$ cat src/rtl/ibr_pkg.sv
package ibr_pkg;
  localparam int HOST_DW       = 64;
  localparam int BUS_AW        = 32;
  localparam int BUS_DW        = 32;
  localparam int CNT_W         = 4;
  localparam int SIZE_W        = 4;
  localparam int ACC_BYTES     = 8;
  localparam int MAX_BYTES     = 8;
  localparam int NUM_REGS      = 4;
  localparam int IDX_LSB       = 3;
  localparam int IDX_W         = $clog2(NUM_REGS);
  localparam int CTL_RD_BIT    = 48;
  localparam int CTL_CNT_LSB   = 56;
  localparam int STAT_DONE_BIT = 11;
  localparam int STAT_DATA_LSB = 26;
  localparam int DATA_HI_LSB   = HOST_DW - BUS_DW;

  typedef enum logic [IDX_W-1:0] {
    IDX_CTL  = 2'd0,
    IDX_RST  = 2'd1,
    IDX_STAT = 2'd2,
    IDX_DATA = 2'd3
  } reg_idx_e;

  typedef struct packed {
    logic [BUS_AW-1:0] addr;
    logic              write;
    logic [CNT_W-1:0]  bytes;
    logic [BUS_DW-1:0] wdata;
  } bus_cmd_t;

  function automatic logic [HOST_DW-1:0] done_word(input logic with_data,
                                                   input logic [BUS_DW-1:0] d);
    logic [HOST_DW-1:0] w;
    w = '0;
    w[STAT_DONE_BIT] = 1'b1;
    if (with_data) w[STAT_DATA_LSB +: BUS_DW] = d;
    return w;
  endfunction
endpackage

$ cat src/rtl/ibr_decode.sv
module ibr_decode
  import ibr_pkg::*;
#(
  parameter int HOST_AW = 6
) (
  input  logic                host_req,
  input  logic                host_we,
  input  logic [HOST_AW-1:0]  host_addr,
  input  logic [SIZE_W-1:0]   host_size,
  input  logic [HOST_DW-1:0]  host_wdata,
  output logic [NUM_REGS-1:0] wr_sel,
  output logic [NUM_REGS-1:0] rd_sel,
  output logic                cmd_ok,
  output bus_cmd_t            cmd
);
  logic             acc_ok;
  logic [IDX_W-1:0] idx;

  assign acc_ok = host_req && (host_size == SIZE_W'(ACC_BYTES));
  assign idx    = host_addr[IDX_LSB +: IDX_W];

  for (genvar i = 0; i < NUM_REGS; i++) begin : g_sel
    assign wr_sel[i] = acc_ok &&  host_we && (idx == IDX_W'(i));
    assign rd_sel[i] = acc_ok && !host_we && (idx == IDX_W'(i));
  end

  always_comb begin
    cmd       = '0;
    cmd.addr  = host_wdata[BUS_AW-1:0];
    cmd.write = !host_wdata[CTL_RD_BIT];
    cmd.bytes = host_wdata[CTL_CNT_LSB +: CNT_W];
  end

  assign cmd_ok = (cmd.bytes <= CNT_W'(MAX_BYTES));
endmodule

$ cat src/rtl/ibr_master.sv
module ibr_master
  import ibr_pkg::*;
(
  input  logic              clk,
  input  logic              rst_n,
  input  logic              launch,
  input  bus_cmd_t          cmd_in,
  input  logic [BUS_DW-1:0] wdata_in,
  output logic              bus_req_valid,
  input  logic              bus_req_ready,
  output logic [BUS_AW-1:0] bus_req_addr,
  output logic              bus_req_write,
  output logic [CNT_W-1:0]  bus_req_bytes,
  output logic [BUS_DW-1:0] bus_req_wdata,
  input  logic              bus_rsp_valid,
  output logic              bus_rsp_ready,
  output logic              cmpl_valid,
  output logic              cmpl_write
);
  typedef enum logic [1:0] {ST_IDLE, ST_REQ, ST_RSP} state_e;

  state_e   state_q;
  bus_cmd_t cmd_q;

  always_ff @(posedge clk or negedge rst_n) begin
    if (!rst_n) begin
      state_q <= ST_IDLE;
      cmd_q   <= '0;
    end else begin
      unique case (state_q)
        ST_IDLE: if (launch) begin
          cmd_q       <= cmd_in;
          cmd_q.wdata <= wdata_in;
          state_q     <= ST_REQ;
        end
        ST_REQ:  if (bus_req_ready) state_q <= ST_RSP;
        ST_RSP:  if (bus_rsp_valid) state_q <= ST_IDLE;
        default: state_q <= ST_IDLE;
      endcase
    end
  end

  assign bus_req_valid = (state_q == ST_REQ);
  assign bus_rsp_ready = (state_q == ST_RSP);
  assign bus_req_addr  = cmd_q.addr;
  assign bus_req_write = cmd_q.write;
  assign bus_req_bytes = cmd_q.bytes;
  assign bus_req_wdata = cmd_q.wdata;
  assign cmpl_valid    = bus_rsp_ready && bus_rsp_valid;
  assign cmpl_write    = cmd_q.write;
endmodule

$ cat src/rtl/ibr_regs.sv
module ibr_regs
  import ibr_pkg::*;
(
  input  logic                clk,
  input  logic                rst_n,
  input  logic [NUM_REGS-1:0] wr_sel,
  input  logic [NUM_REGS-1:0] rd_sel,
  input  logic [HOST_DW-1:0]  host_wdata,
  input  logic                cmpl_valid,
  input  logic                cmpl_write,
  input  logic                cmpl_err,
  input  logic [BUS_DW-1:0]   cmpl_rdata,
  output logic [BUS_DW-1:0]   data_q,
  output logic [HOST_DW-1:0]  stat_q,
  output logic [HOST_DW-1:0]  host_rdata
);
  logic [HOST_DW-1:0] cmpl_word;

  always_comb begin
    if (cmpl_write)    cmpl_word = done_word(1'b0, '0);
    else if (cmpl_err) cmpl_word = done_word(1'b1, '1);
    else               cmpl_word = done_word(1'b1, cmpl_rdata);
  end

  always_ff @(posedge clk or negedge rst_n) begin
    if (!rst_n) begin
      data_q <= '0;
      stat_q <= '0;
    end else begin
      if (wr_sel[IDX_DATA]) data_q <= host_wdata[DATA_HI_LSB +: BUS_DW];
      if (cmpl_valid)             stat_q <= cmpl_word;
      else if (rd_sel[IDX_STAT])  stat_q <= '0;
    end
  end

  always_comb begin
    host_rdata = '0;
    if (rd_sel[IDX_STAT]) host_rdata = stat_q;
    if (rd_sel[IDX_DATA]) host_rdata = {data_q, {DATA_HI_LSB{1'b0}}};
  end
endmodule

$ cat src/rtl/ibr_top.sv
module ibr_top
  import ibr_pkg::*;
#(
  parameter int HOST_AW = 6
) (
  input  logic               clk,
  input  logic               rst_n,
  input  logic               host_req,
  input  logic               host_we,
  input  logic [HOST_AW-1:0] host_addr,
  input  logic [SIZE_W-1:0]  host_size,
  input  logic [HOST_DW-1:0] host_wdata,
  output logic [HOST_DW-1:0] host_rdata,
  output logic               bus_req_valid,
  input  logic               bus_req_ready,
  output logic [BUS_AW-1:0]  bus_req_addr,
  output logic               bus_req_write,
  output logic [CNT_W-1:0]   bus_req_bytes,
  output logic [BUS_DW-1:0]  bus_req_wdata,
  input  logic               bus_rsp_valid,
  output logic               bus_rsp_ready,
  input  logic [BUS_DW-1:0]  bus_rsp_rdata,
  input  logic               bus_rsp_err
);
  logic [NUM_REGS-1:0] wr_sel, rd_sel;
  logic                cmd_ok;
  bus_cmd_t            dec_cmd;
  logic [BUS_DW-1:0]   data_w;
  logic [HOST_DW-1:0]  stat_w;
  logic                cmpl_valid, cmpl_write;

  ibr_decode #(.HOST_AW(HOST_AW)) u_dec (
    .host_req(host_req), .host_we(host_we), .host_addr(host_addr),
    .host_size(host_size), .host_wdata(host_wdata),
    .wr_sel(wr_sel), .rd_sel(rd_sel), .cmd_ok(cmd_ok), .cmd(dec_cmd)
  );

  ibr_master u_mst (
    .clk(clk), .rst_n(rst_n),
    .launch(wr_sel[IDX_CTL] && cmd_ok), .cmd_in(dec_cmd), .wdata_in(data_w),
    .bus_req_valid(bus_req_valid), .bus_req_ready(bus_req_ready),
    .bus_req_addr(bus_req_addr), .bus_req_write(bus_req_write),
    .bus_req_bytes(bus_req_bytes), .bus_req_wdata(bus_req_wdata),
    .bus_rsp_valid(bus_rsp_valid), .bus_rsp_ready(bus_rsp_ready),
    .cmpl_valid(cmpl_valid), .cmpl_write(cmpl_write)
  );

  ibr_regs u_regs (
    .clk(clk), .rst_n(rst_n), .wr_sel(wr_sel), .rd_sel(rd_sel),
    .host_wdata(host_wdata), .cmpl_valid(cmpl_valid), .cmpl_write(cmpl_write),
    .cmpl_err(bus_rsp_err), .cmpl_rdata(bus_rsp_rdata),
    .data_q(data_w), .stat_q(stat_w), .host_rdata(host_rdata)
  );
endmodule

$ cat config.mk
export PLATFORM = sky130hd
export DESIGN_NAME = ibr_top
export DESIGN_NICKNAME = d
export VERILOG_FILES = /design/src/rtl/ibr_pkg.sv /design/src/rtl/ibr_decode.sv /design/src/rtl/ibr_master.sv /design/src/rtl/ibr_regs.sv /design/src/rtl/ibr_top.sv
export SDC_FILE = /design/constraint.sdc
export NUM_CORES = 1
export LEC_CHECK = 0
export BUFFER_PORTS_ARGS = -buffer_cell sky130_fd_sc_hd__buf_2
export CORE_MARGIN = 5
export CORE_UTILIZATION = 35
export CTS_CLUSTER_SIZE = 24
export DETAILED_ROUTE_END_ITERATION = 8
export HOLD_SLACK_MARGIN = 0.1
export PLACE_DENSITY_LB_ADDON = 0.25
export SKIP_CTS_REPAIR_TIMING = 1
export SLEW_MARGIN = 0
export SYNTH_ARGS = -nofsm -noshare
export SYNTH_HDL_FRONTEND = slang
export SYNTH_SLANG_ARGS = --single-unit
$ cat constraint.sdc
create_clock -name clk -period 2.32 [get_ports clk]
set_input_delay 0.696 -clock clk [delete_from_list [all_inputs] [get_ports clk]]
set_output_delay 0.696 -clock clk [all_outputs]
set_load 0.01 [all_outputs]
==> results.toml <==
[pwr]
p_int_uw = 4421
p_seq_share_pct = 43.5
clkPwrFrac_pct = 48.5
p_switching_uw = 1379
combPwrFrac_pct = 8.0
power.share.switching_pct = 23.77
powerDensity_nw_per_um2 = 663.8
irDropWorstVdd_v = 0.0004484
p_leak_uw = 0.004563

[placed_design]
dp.cells = 883
io_buffers = 218
dp_hpwl_um = 11650
place_congestion = 0.7348
dpl_worst_slack_ns = -0.3662

[detailed_routing]
drt_iter0_markers = 114
remaining_drc_errors = 0
via_per_inst = 4.644
ant_nets = 0
post_drt_wl_per_cell_um = 17.88
vias = 4268
drt_pass1_iterations = 4
drt_wl_total_um = 16430

[timing]
slew_headroom_pct = 59.50
worst_slew_pin_slew_ns = 0.6075
fmax_ghz = 0.3759
maxSlewViolCount = 0
rsz0062_at_grt = "true"
final.setup.tns_ns = -11.13
finalHoldViolCount = 0
fin_crit_ns = 2.660
fin_ws_ns = -0.3404
skew_ns = 0.007603
setup_violations = 39
finalCritPeriodShare_pct = 114.7

[die]
core_um2 = 17360
start_util_pct = 35.91
fp.dieW_um = 143.4
rows = 48
dieArea_um2 = 20580
io_pins = 248
die_h_um = 143.4

[grt]
overflow = 0
antenna_found_initial = 0
grt_pass1_wl_um = 25380
grt_util_all_layers_pct = 15.65
grt_pass1_vias = 4740
grt_max_degree = 48

[clock_tree]
cts_tree = "done"
cts.sink_count = 136
cts.path.max_buffers = 2
cts_buffers = 17
path_clk_slew_ns = 0.06
cts-htree-levels = 4
clkLatencyLatePin_ns = 0.42
clock_tree.root_cell = "clkbuf_16"

[yosys]
syn_inst = 443
syn_area_um2 = 6232
synth_edf_count = 0
synthFlopType = "dfrtp_1"
ys_warn_count = 0
ys_seq_elements = 136
synth-async-reset-ratio_pct = 100.0
synth.avg_cell_area_um2 = 14.07
synth_cell_types = 30
synth-seq-area-share_pct = 54.61

[finish]
seqCellArea_um2 = 3403
final.fill_count = 1551
n_antenna_cell = 0
area_delta_synth_final_pct = 40.19
fin_cells = 919
final_util_pct = 50.34
drive_gt1_share_pct = 60.81
mostFrequentLayoutCells = "buf_2, dfrtp_1, mux2_4"
final_common_cell = "buf_2"
final_nets = 794
multi_input_area_um2 = 2723

[setup_path]
endpoint_kind = "primary output"
crit_required_ns = 1.62
reg2reg_slack_ns = 0.62
slowest_delay_ns = 0.30
critPathMaxFanout = 6
crit_chain = "buf_6 > nor4b_4 > nand3_2 > buf_4 > buf_6 > nor2_4 > buf_6 > and3_4 > buf_6"
startpoint_type = "input pin"
timing.rr.start = "u_mst.state_q[1]$_DFFE_PN0P_"
critical-path-slowest-cell = "nor4b_4"
worst_r2r_endpoint = "u_mst.bus_req_addr[15]$_DFFE_PN0P_"
crit_arrival_ns = 1.96
reg2regPathDepth = 4
cpMostUsedCell = "buf_6"
path_class = "input pin to primary output"

[run_status]
violations = "setup timing"
status = "finished with violations"

[job]
max_cap_viol_count = 0

[worst_hold_path]
hold_path_class = "input pin to asynchronous set/reset pin"
## power by group through the flow
stage | Sequential, uW | Combinational (uW) | Clock (uW)
4_1_cts | 2520 | 463 | 2890
2_1_floorplan | 2570 | 228 | 0
3_5_place_dp | 2560 | 461 | 0
3_3_place_gp | 2560 | 453 | 0
6_report | 2520 | 465 | 2810
5_1_grt | 2530 | 515 | 3000
## synth_stat cells, types with 2 or more instances
master       n  area [um2]
clkbuf_1     7       26.28
nor2b_1      2       12.51
buf_1        3       11.26
mux2_4      68        1021
nor2_1      61       229.0
o2bb2ai_1   32       280.3
buf_4       25       187.7
mux2i_1     27       270.3
buf_12       8       160.2
mux2_2      31       349.1
inv_1        4       15.01
buf_2       10       50.05
and3_1       6       37.54
and2_1       8       50.05
dfrtp_1    136        3403
## worst max-delay path: cells and delay by family
kind	cells	cell delay, ns
buffers and inverters	5	0.58
AND/OR/NAND/NOR	4	0.69
## how the worst max path moves through the flow
| stage | cells after the start | from | to |
|---|---|---|---|
| global placement | 7 | host_size[1] | host_rdata[11] |
| CTS | 7 | host_size[1] | host_rdata[34] |
| finish | 9 | host_size[1] | host_rdata[59] |
| detailed placement | 7 | host_size[1] | host_rdata[34] |
| floorplan | 6 | host_size[1] | host_rdata[38] |
| global route | 9 | host_size[1] | host_rdata[60] |
## per-layer routing
metal,track usage [%],wire length [um],vias up
met3,4.958,1277,11
met1,20.05,7045,2124
met5,0,0,-
met4,3.915,159,0
met2,25.89,7949,161
li1,-,-,1972
## cell families after synthesis
group                  Yosys count  share of synthesized area, %
muxes                          127                         26.50
AOI/OAI and AO/OA               36                         4.999
buffers and inverters           57                         7.227
and+or+nand+nor                 86                         6.605
DFF                            136                         54.61
other                            1                       0.06017
## state kept, by name, summed over array words and instances (netlist names)
name / cells
u_mst.bus_req_addr: 32
u_regs.data_q: 32
u_regs.stat_q: 33
u_mst.bus_req_bytes: 4
u_mst.bus_req_write: 1
u_mst.state_q: 2
u_mst.bus_req_wdata: 32
## layout make-up
class	count	share of cell area (%)
Multi-Input combinational cell	274	31.16
Inverter	4	0.1718
Timing Repair Buffer	248	19.46
Clock buffer	18	4.912
Sequential cell	136	38.95
Clock inverter	14	2.119
Tap cell	225	3.222
## stage by stage
step | area (um2) | hold slack, ns | total power, uW
after floorplan | 6519 | 0.4004 | 2799
after global placement | 7759 | 0.4642 | 3010
after detailed placement | 7759 | 0.4714 | 3025
after CTS | 8373 | 0.2322 | 5871
after global routing | 8737 | 0.2486 | 6043
final | 8737 | 0.2254 | 5800
Note: power is estimated with default switching activity, not from simulation.
